<file path="config.mk">
export PLATFORM = sky130hd
export DESIGN_NAME = dm_cache_classify
export DESIGN_NICKNAME = d
export VERILOG_FILES = /design/src/rtl/dmc_pkg.sv /design/src/rtl/dmc_line_store.sv /design/src/rtl/dmc_shadow_lru.sv /design/src/rtl/dmc_sat_cnt.sv /design/src/rtl/dm_cache_classify.sv
export SDC_FILE = /design/constraint.sdc
export NUM_CORES = 1
export LEC_CHECK = 0
export ABC_CLOCK_PERIOD_IN_PS = 4150
export BUFFER_PORTS_ARGS = -buffer_cell sky130_fd_sc_hd__buf_4
export CAP_MARGIN = 20
export CELL_PAD_IN_SITES_DETAIL_PLACEMENT = 1
export CELL_PAD_IN_SITES_GLOBAL_PLACEMENT = 1
export CORE_MARGIN = 2
export CORE_UTILIZATION = 51
export CTS_CLUSTER_DIAMETER = 50
export DETAILED_ROUTE_END_ITERATION = 8
export GPL_ROUTABILITY_DRIVEN = 1
export GPL_TIMING_DRIVEN = 0
export PLACE_DENSITY = 0.91
export SETUP_SLACK_MARGIN = 0.2
export SYNTH_ARGS = -nofsm -noshare
export SYNTH_HDL_FRONTEND = slang
export SYNTH_SLANG_ARGS = --single-unit
</file>
<file path="constraint.sdc">
create_clock -name clk_i -period 4.15 [get_ports clk_i]
set_input_delay 0.2075 -clock clk_i [delete_from_list [all_inputs] [get_ports clk_i]]
set_output_delay 0.2075 -clock clk_i [all_outputs]
set_load 0.02 [all_outputs]
</file>
<file path="src/rtl/dmc_pkg.sv">
package dmc_pkg;
  typedef enum logic [1:0] {
    CL_HIT  = 2'd0,
    CL_COLD = 2'd1,
    CL_CONF = 2'd2,
    CL_CAP  = 2'd3
  } acc_cls_e;
endpackage

</file>
<file path="src/rtl/dmc_line_store.sv">
module dmc_line_store #(
  parameter int IDX_W  = 2,
  parameter int TAG_W  = 1,
  parameter int LINE_W = 16
) (
  input  logic              clk_i,
  input  logic              rst_ni,
  input  logic [IDX_W-1:0]  rd_idx_i,
  input  logic [TAG_W-1:0]  rd_tag_i,
  output logic              rd_hit_o,
  output logic [LINE_W-1:0] rd_line_o,
  input  logic              wr_en_i,
  input  logic [IDX_W-1:0]  wr_idx_i,
  input  logic [TAG_W-1:0]  wr_tag_i,
  input  logic [LINE_W-1:0] wr_line_i
);
  localparam int SETS = 2 ** IDX_W;

  logic [SETS-1:0]   vld_q;
  logic [TAG_W-1:0]  tag_q  [SETS];
  logic [LINE_W-1:0] line_q [SETS];

  assign rd_hit_o  = vld_q[rd_idx_i] && (tag_q[rd_idx_i] == rd_tag_i);
  assign rd_line_o = line_q[rd_idx_i];

  for (genvar s = 0; s < SETS; s++) begin : g_set
    always_ff @(posedge clk_i or negedge rst_ni) begin
      if (!rst_ni) begin
        vld_q[s]  <= 1'b0;
        tag_q[s]  <= '0;
        line_q[s] <= '0;
      end else if (wr_en_i && wr_idx_i == IDX_W'(s)) begin
        vld_q[s]  <= 1'b1;
        tag_q[s]  <= wr_tag_i;
        line_q[s] <= wr_line_i;
      end
    end
  end
endmodule

</file>
<file path="src/rtl/dmc_shadow_lru.sv">
// Fully associative LRU tag store, same line count as the real cache.
module dmc_shadow_lru #(
  parameter int WAYS  = 4,
  parameter int BLK_W = 3
) (
  input  logic             clk_i,
  input  logic             rst_ni,
  input  logic             acc_i,
  input  logic [BLK_W-1:0] blk_i,
  output logic             hit_o
);
  localparam int AGE_W = (WAYS > 1) ? $clog2(WAYS) : 1;

  logic [WAYS-1:0]  vld_q;
  logic [BLK_W-1:0] blk_q [WAYS];
  logic [AGE_W-1:0] age_q [WAYS];

  logic [WAYS-1:0]  hit_vec;
  logic [AGE_W-1:0] hit_age, sel_age;
  logic [AGE_W-1:0] hit_way, vic_way, sel_way;

  always_comb begin
    hit_age = '0;
    hit_way = '0;
    vic_way = '0;
    for (int i = 0; i < WAYS; i++) begin
      hit_vec[i] = vld_q[i] && (blk_q[i] == blk_i);
      if (hit_vec[i]) begin
        hit_way = AGE_W'(i);
        hit_age = age_q[i];
      end
      if (age_q[i] == AGE_W'(WAYS - 1)) vic_way = AGE_W'(i);
    end
  end

  assign hit_o   = |hit_vec;
  assign sel_way = hit_o ? hit_way : vic_way;
  assign sel_age = hit_o ? hit_age : AGE_W'(WAYS - 1);

  for (genvar w = 0; w < WAYS; w++) begin : g_way
    always_ff @(posedge clk_i or negedge rst_ni) begin
      if (!rst_ni) begin
        vld_q[w] <= 1'b0;
        blk_q[w] <= '0;
        age_q[w] <= AGE_W'(WAYS - 1 - w);
      end else if (acc_i) begin
        if (sel_way == AGE_W'(w)) begin
          vld_q[w] <= 1'b1;
          blk_q[w] <= blk_i;
          age_q[w] <= '0;
        end else if (age_q[w] < sel_age) begin
          age_q[w] <= age_q[w] + 1'b1;
        end
      end
    end
  end
endmodule

</file>
<file path="src/rtl/dmc_sat_cnt.sv">
module dmc_sat_cnt #(
  parameter int CNT_W = 8
) (
  input  logic             clk_i,
  input  logic             rst_ni,
  input  logic             inc_i,
  output logic [CNT_W-1:0] cnt_o
);
  always_ff @(posedge clk_i or negedge rst_ni) begin
    if (!rst_ni)                   cnt_o <= '0;
    else if (inc_i && ~&cnt_o)     cnt_o <= cnt_o + 1'b1;
  end
endmodule

</file>
<file path="src/rtl/dm_cache_classify.sv">
module dm_cache_classify
  import dmc_pkg::*;
#(
  parameter int ADDR_W = 4,
  parameter int OFF_W  = 1,
  parameter int IDX_W  = 2,
  parameter int CNT_W  = 8,
  localparam int TAG_W  = ADDR_W - IDX_W - OFF_W,
  localparam int BLK_W  = ADDR_W - OFF_W,
  localparam int LINE_W = 8 * (2 ** OFF_W)
) (
  input  logic              clk_i,
  input  logic              rst_ni,
  input  logic              req_valid_i,
  input  logic [ADDR_W-1:0] req_addr_i,
  output logic              req_ready_o,
  output logic              rsp_valid_o,
  output logic              rsp_hit_o,
  output logic [1:0]        rsp_class_o,
  output logic [7:0]        rsp_data_o,
  output logic              fill_req_o,
  output logic [BLK_W-1:0]  fill_addr_o,
  input  logic              fill_valid_i,
  input  logic [LINE_W-1:0] fill_data_i,
  output logic [CNT_W-1:0]  hit_cnt_o,
  output logic [CNT_W-1:0]  cold_cnt_o,
  output logic [CNT_W-1:0]  conf_cnt_o,
  output logic [CNT_W-1:0]  cap_cnt_o
);
  localparam int SETS = 2 ** IDX_W;
  localparam int NBLK = 2 ** BLK_W;

  typedef enum logic {ST_IDLE, ST_FILL} st_e;
  st_e st_q;

  logic [OFF_W-1:0]  req_off;
  logic [IDX_W-1:0]  req_idx;
  logic [TAG_W-1:0]  req_tag;
  logic [BLK_W-1:0]  req_blk;
  logic              accept;

  logic              ln_hit;
  logic [LINE_W-1:0] ln_data;
  logic              sh_hit;
  logic [NBLK-1:0]   seen_q;
  acc_cls_e          acc_cls;

  logic [ADDR_W-1:0] pend_addr_q;
  acc_cls_e          pend_cls_q;
  logic              fill_done;

  logic              rsp_load;
  acc_cls_e          rsp_cls_d;
  logic [7:0]        rsp_data_d;
  acc_cls_e          rsp_cls_q;

  assign req_off = req_addr_i[OFF_W-1:0];
  assign req_idx = req_addr_i[OFF_W +: IDX_W];
  assign req_tag = req_addr_i[ADDR_W-1 -: TAG_W];
  assign req_blk = req_addr_i[ADDR_W-1:OFF_W];

  assign req_ready_o = (st_q == ST_IDLE);
  assign accept      = req_valid_i && req_ready_o;
  assign fill_req_o  = (st_q == ST_FILL);
  assign fill_addr_o = pend_addr_q[ADDR_W-1:OFF_W];
  assign fill_done   = fill_req_o && fill_valid_i;

  dmc_line_store #(.IDX_W(IDX_W), .TAG_W(TAG_W), .LINE_W(LINE_W)) u_lines (
    .clk_i     (clk_i),
    .rst_ni    (rst_ni),
    .rd_idx_i  (req_idx),
    .rd_tag_i  (req_tag),
    .rd_hit_o  (ln_hit),
    .rd_line_o (ln_data),
    .wr_en_i   (fill_done),
    .wr_idx_i  (pend_addr_q[OFF_W +: IDX_W]),
    .wr_tag_i  (pend_addr_q[ADDR_W-1 -: TAG_W]),
    .wr_line_i (fill_data_i)
  );

  dmc_shadow_lru #(.WAYS(SETS), .BLK_W(BLK_W)) u_shadow (
    .clk_i  (clk_i),
    .rst_ni (rst_ni),
    .acc_i  (accept),
    .blk_i  (req_blk),
    .hit_o  (sh_hit)
  );

  // classification uses state before this access updates it
  always_comb begin
    if (ln_hit)                acc_cls = CL_HIT;
    else if (!seen_q[req_blk]) acc_cls = CL_COLD;
    else if (sh_hit)           acc_cls = CL_CONF;
    else                       acc_cls = CL_CAP;
  end

  always_ff @(posedge clk_i or negedge rst_ni) begin
    if (!rst_ni) seen_q <= '0;
    else if (accept) seen_q[req_blk] <= 1'b1;
  end

  always_ff @(posedge clk_i or negedge rst_ni) begin
    if (!rst_ni) begin
      st_q        <= ST_IDLE;
      pend_addr_q <= '0;
      pend_cls_q  <= CL_HIT;
    end else begin
      case (st_q)
        ST_IDLE: if (accept && !ln_hit) begin
          st_q        <= ST_FILL;
          pend_addr_q <= req_addr_i;
          pend_cls_q  <= acc_cls;
        end
        ST_FILL: if (fill_valid_i) st_q <= ST_IDLE;
        default: st_q <= ST_IDLE;
      endcase
    end
  end

  always_comb begin
    rsp_load   = 1'b0;
    rsp_cls_d  = CL_HIT;
    rsp_data_d = '0;
    if (accept && ln_hit) begin
      rsp_load   = 1'b1;
      rsp_data_d = ln_data[{req_off, 3'b000} +: 8];
    end else if (fill_done) begin
      rsp_load   = 1'b1;
      rsp_cls_d  = pend_cls_q;
      rsp_data_d = fill_data_i[{pend_addr_q[OFF_W-1:0], 3'b000} +: 8];
    end
  end

  always_ff @(posedge clk_i or negedge rst_ni) begin
    if (!rst_ni) begin
      rsp_valid_o <= 1'b0;
      rsp_cls_q   <= CL_HIT;
      rsp_data_o  <= '0;
    end else begin
      rsp_valid_o <= rsp_load;
      if (rsp_load) begin
        rsp_cls_q  <= rsp_cls_d;
        rsp_data_o <= rsp_data_d;
      end
    end
  end

  assign rsp_class_o = rsp_cls_q;
  assign rsp_hit_o   = (rsp_cls_q == CL_HIT);

  logic [CNT_W-1:0] cnt_w [4];

  for (genvar g = 0; g < 4; g++) begin : g_cnt
    dmc_sat_cnt #(.CNT_W(CNT_W)) u_cnt (
      .clk_i  (clk_i),
      .rst_ni (rst_ni),
      .inc_i  (rsp_load && (rsp_cls_d == acc_cls_e'(g))),
      .cnt_o  (cnt_w[g])
    );
  end

  assign hit_cnt_o  = cnt_w[0];
  assign cold_cnt_o = cnt_w[1];
  assign conf_cnt_o = cnt_w[2];
  assign cap_cnt_o  = cnt_w[3];
endmodule

</file>
# Word-level counts from Yosys, hierarchy flattened
# Cells that the tools add are included.
# totals
reg_bits	154
inputBits	24
elab_cells	166
# classes
addsub	8
magnitude_cmp	8
n_eq_ne	17
shifts	2
n_mux	44
n_bitwise	3
n_reduce_logical	49
# op_table
op	count
$mux W2	22
$add A8 B1 Y8 const B	4
$bmux W16 S2	1
$mux W16	2
$reduce_and A8 Y1	4
$shiftx A16 B5 Y8	2
$logic_and A1 B1 Y1	22
$eq A2 B2 Y1 const B	9
$reduce_and A2 Y1	9
$mux W8	2
$eq A3 B3 Y1	4
$mux W1	12
$add A2 B1 Y2 const B	4
$logic_not A2 Y1	4
$lt A2 B2 Y1	4
$or A8 B8 Y8	1
$reduce_bool A2 Y1	4
$eq A2 B1 Y1 const B	3
$logic_not A1 Y1	5
$bmux W1 S2	2
$lt A3 B4 Y1 const B	1
$reduce_or A4 Y1	1
$bmux W1 S3	1
$demux W1 S3	1
other kinds (7)	7

# Longest topological paths before layout
# depth
ltp_word	11
mapped_depth	12

# Hierarchy
# From an unflattened synthesis, not the netlist that was laid out.
# unflattened
hier_cells	576
hier_area_um2	7512.2
# modules_own_cells
module	instances	cells_per_inst	area_per_inst_um2	seq_area_each_um2
dmc_line_store	1	181	3136.8	1801.7
dmc_sat_cnt	4	35	390.4	200.2
dmc_shadow_lru	1	138	1473.9	605.6
dm_cache_classify	1	117	1340.0	650.6

# Least setup slack after synthesis
# OpenSTA, ideal clock, no wires.
# synth_timing
path_type	input-to-reg
startpoint	input req_addr_i[3]
endpoint	register u_shadow.age_q[0] (netlist name)
arrival_ns	2.151
t_required_ns	4.018
setup_slack_ns	1.866
cell_stages	10
cell_sequence	buf_2 -> xnor2_1 -> nand4_1 -> nor3b_1 -> o31ai_1 -> mux2i_1 -> ha_1 -> or3_1 -> a21oi_1 -> a311oi_1
# synth_between
elab_chain_cells	10
elab_cells_between_ends	23
cone_classes	1 x order compare; 5 x eq/ne; 10 x mux; 7 x reduce/logical
# synth_lines
item	line_no	source
start, declared	dm_cache_classify.sv:15	input logic [ADDR_W-1:0] req_addr_i,
$eq A3 B3 Y1	dmc_shadow_lru.sv:27	hit_vec[i] = vld_q[i] && (blk_q[i] == blk_i);
$logic_and A1 B1 Y1	dmc_shadow_lru.sv:27	
$mux W2 (4 in series)	dmc_shadow_lru.sv:28	if (hit_vec[i]) begin
$mux W2	dmc_shadow_lru.sv:38	assign sel_age = hit_o ? hit_age : AGE_W'(WAYS - 1);
$lt A2 B2 Y1	dmc_shadow_lru.sv:51	end else if (age_q[w] < sel_age) begin
$reduce_bool A2 Y1 (no source line)	--	
$reduce_and A2 Y1 (no source line)	--	
end signal, assigned by index	dmc_shadow_lru.sv:45	age_q[w] <= AGE_W'(WAYS - 1 - w);
end signal, assigned by index	dmc_shadow_lru.sv:52	age_q[w] <= age_q[w] + 1'b1;
end, declared	dmc_shadow_lru.sv:16	logic [AGE_W-1:0] age_q [WAYS];
# Parallel ways exist; a longest one is shown, timed or not.
# A chain may end at the register's enable or synchronous reset.

# Final worst setup path
# layout_timing
startpoint	register u_shadow.blk_q[7] (netlist name)
endpoint	register u_shadow.age_q[0] (netlist name)
# layout_between
elab_chain_cells	9
elab_cells_between_ends	16
cone_classes	1 x order compare; 2 x eq/ne; 9 x mux; 4 x reduce/logical
# layout_lines
item	line_no	source
start, declared	dmc_shadow_lru.sv:15	logic [BLK_W-1:0] blk_q [WAYS];
start signal, assigned by index	dmc_shadow_lru.sv:49	blk_q[w] <= blk_i;
$eq A3 B3 Y1 *	dmc_shadow_lru.sv:27	
$logic_and A1 B1 Y1 *	dmc_shadow_lru.sv:27	
$mux W2 or $mux W1 (tied branches)	dmc_shadow_lru.sv:28	
$mux W2 (2 in series)	dmc_shadow_lru.sv:28	
$mux W2, on equally long branches	dmc_shadow_lru.sv:38, dmc_shadow_lru.sv:37	
$lt A2 B2 Y1 or $eq A2 B2 Y1 (tied branches)	dmc_shadow_lru.sv:51, dmc_shadow_lru.sv:47	
$reduce_bool A2 Y1 (no source line)	--	
$reduce_and A2 Y1 (no source line)	--	
# Every way passes the cells marked *; elsewhere a longest branch is shown, timed or not.

==> results by group <==
Synthesis
  – Ys async rst share: 100%
  – Syn Inst Count: 574
  – Main area contributors after synthesis: dfrtp_1 51%, mux2_2 13%, mux4_2 6.1%
  – Top FF cell, synth: dfrtp_1
  – Yosys reg bits: 154
  – Adder-cell share of the synthesized area: 1.88%
  – Post-synth EDFFs: 0
  – YS warnings: 0
  – Net count after synthesis: 609
  – Mapped Area: 7330 sq um
  – Post-Syn Area per Cell: 12.8 sq um
  – Register area share after synthesis: 52.7%
  – Post-synth top area cell: dfrtp_1
  – Mux cell area share after synthesis: 22.0%
  – Post-synthesis simple-gate area fraction: 10.3%
  – Largest family of logic cells by synthesized area: multiplexers
  – Synth Area in XOR/XNOR: 5.00%
  – Synth Area in Compound Gates: 5.84%
  – Top cell type's share of synthesized area: 51.2%
  – Synth unique cells: 56

Cells and area
  – Fin area: 8670 sq um
  – Fin nets: 697
  – Share of layout cells above drive strength 1: 34.6%
  – Most frequent cells in the layout: 150 x dfrtp_1, 87 x mux2_2, 69 x buf_4, 41 x nand2_1, 32 x nor2_1
  – Diode count: 0
  – Commonest non-fill, non-tap cell in the layout: dfrtp_1
  – Layout area overhead: 18.4%

GRT
  – GR Overflow Total: 0
  – Largest net degree at the start of global routing: 107
  – Total GRT Usage: 27.6%
  – Antenna violations before repair: 0
  – Vias in the first global route: 5826
  – First-pass GRT wire length: 31200 microns

CTS
  – CTS root buffer: clkbuf_16
  – Clock Tree Buf Depth: 2
  – Clk_lat worst skew: 430 ps
  – Clk slew on worst S/H paths: 60 ps
  – CTS sink cnt: 154
  – Setup bufs post-CTS: 0
  – CTS buffer count: 17
  – Hold buffers post-CTS: 1
  – CTS tree: built
  – H-Tree Depth: 4
  – Post_cts resized: 0

Power and ir drop
  – LEAKAGE: 0.00385 uW
  – Switching Fraction: 35.7%
  – Seq pwr share: 38.7%
  – Worst VDD drop: 338 uV
  – P_int: 4370 uW
  – Gate power share: 38.4%
  – Psw: 2430 uW
  – Power share of the clock group: 23.0%
  – Power Dens Cells: 783 nW/um^2

Place
  – Post-DP HPWL: 13300 microns
  – Placed standard-cell area: 8090 sq um
  – # port buffers: 67
  – Routability Congestion: 0.866

Critical path
  – Crit Path Class: register to register
  – R2r endpoint: u_shadow.age_q[0]
  – FF-to-FF path depth: 9
  – R2R setup slack: 1290 ps
  – Setup crit end: u_shadow.age_q[0]
  – Critical Path Source: u_shadow.blk_q[7]
  – CP arrival: 3150 ps
  – Launching point of the worst reg2reg path: u_shadow.blk_q[7]
  – Crit end category: register
  – Critical-path maximum fanout: 10
  – Critical path required time: 4440 ps
  – CP Launch Type: register

Hold path
  – Hold crit path type: primary input to register

Timing
  – Slew Viols, Final: 0
  – RSZ-0062 raised after global routing: no
  – Final Hold Fails: 0
  – Final setup fails: 0
  – Clock skew: 5.39 ps
  – Slew headroom: 33.7%
  – Crit share post-route: 69.0%
  – Fmax: 0.349 GHz
  – Setup_tns: 0 ps
  – Measured slew at the worst slew-check pin: 989 ps
  – Fin crit period: 2860 ps

Drt
  – First-pass detailed-route iteration total: 4
  – Mean number of vias per cell: 6.02
  – Detail Route Antenna Nets: 0
  – Avg WL per Cell: 22.9 microns
  – Detailed Route WL: 19600 microns
  – DR vias: 5137
  – DR iter-0 viols: 251
  – Residual DRC: 0

Flow run
  – Max Cap Viol: 0

Outcome
  – Outcome: completed

Floorplanning
  – Die Wd: 124 microns
  – IO Pins: 73
  – Area of the core: 13900 sq um
  – Initial Utilization: 52.6%
  – Die Span Y: 124 microns
  – Site Rows: 43
  – Die area: 15300 sq um
## flip-flops by register name, summed over array words and instances (netlist names), 8 cells and up
signal,flops
u_lines.line_q,64
g_cnt.u_cnt.cnt_o,32
u_shadow.blk_q,12
rsp_data_o,8
seen_q,8
u_shadow.age_q,8
## synthesized netlist by cell type, types with 3 or more instances
master / n
and3_1: 3
o21ai_0: 18
or3_1: 5
mux2_2: 87
inv_1: 7
clkbuf_1: 19
mux2i_1: 18
a21o_1: 6
nand2b_1: 3
nand3_1: 12
buf_4: 3
buf_2: 3
ha_1: 11
xor2_1: 14
o31ai_1: 4
nor2_1: 32
nand2_1: 41
a211oi_1: 3
nor3_1: 8
and4_1: 3
nand4_1: 12
buf_1: 3
dfstp_2: 4
and2_1: 3
nor2b_1: 3
a31o_2: 4
or2_2: 6
xnor2_1: 26
dfrtp_1: 150
a21oi_1: 7
nor4_1: 3
mux4_2: 20
## kinds of logic (layout without fill, tap and decap cells)
| group | Yosys count | count (layout) |
|---|---|---|
| compound gates | 61 | 61 |
| xor+xnor | 41 | 41 |
| fa+ha+maj | 11 | 11 |
| buf+inv | 37 | 137 |
| flops | 154 | 154 |
| mux | 125 | 125 |
| simple gates | 145 | 145 |
## metal layers
layer	up-vias	GRT usage, %	share of wire [%]
li1	2246	-	-
met1	2723	31.4	40
met2	131	51.3	55
met3	37	4.62	3.4
met4	0	11.1	2.2
met5	-	0	0
## cell type report
class                           instances  area, sq um
Fill cell                            1374         5260
Sequential cell                       154         3860
Multi-Input combinational cell        383         3300
Timing Repair Buffer                   69          544
Clock buffer                           23          458
Tap cell                              180          225
Buffer                                 30          143
Clock inverter                          8          119
Inverter                                7         26.3
## worst max-delay path, cell delays in order, from the launching register on
cell and delay, ps:
dfrtp_1 410, xnor2_1 220, nand4_1 350, nor3b_1 270
o31ai_1 240, mux2i_1 230, ha_1 400, or3_1 330
a21oi_1 200, a311oi_1 90
## worst min path at each step
stage	to	slack, ps	cells past startpoint	startpoint
finish	u_lines.line_q[13]	50	2	fill_data_i[13]
floorplan	fill_req_o	-90	0	rst_ni
global route	u_lines.line_q[29]	50	2	fill_data_i[13]
detailed placement	g_cnt[2].u_cnt.cnt_o[6]	180	1	rst_ni
global placement	seen_q[0]	440	1	seen_q[0]
CTS	u_lines.line_q[30]	40	2	fill_data_i[14]
## per-stage QoR
step	total power, uW	hold WS (ps)	cells	util [%]	setup slack, ps
after floorplan	4280	-88.1	574	-	1870
after global placement	4890	437	821	57.8	1470
after detailed placement	5190	182	822	58.0	1350
after CTS	6810	43.4	854	62.2	1340
after global routing	7150	51.7	854	62.2	1170
final	6790	52.2	854	62.2	1290
## power by group through the flow
| stage | clock, uW | combinational (uW) | sequential, uW |
|---|---|---|---|
| 2_1_floorplan | 0 | 1670 | 2610 |
| 3_3_place_gp | 0 | 2360 | 2540 |
| 3_5_place_dp | 0 | 2560 | 2630 |
| 4_1_cts | 1570 | 2620 | 2620 |
| 5_1_grt | 1630 | 2820 | 2700 |
| 6_report | 1560 | 2610 | 2630 |
Power figures use the tool's default switching activity.
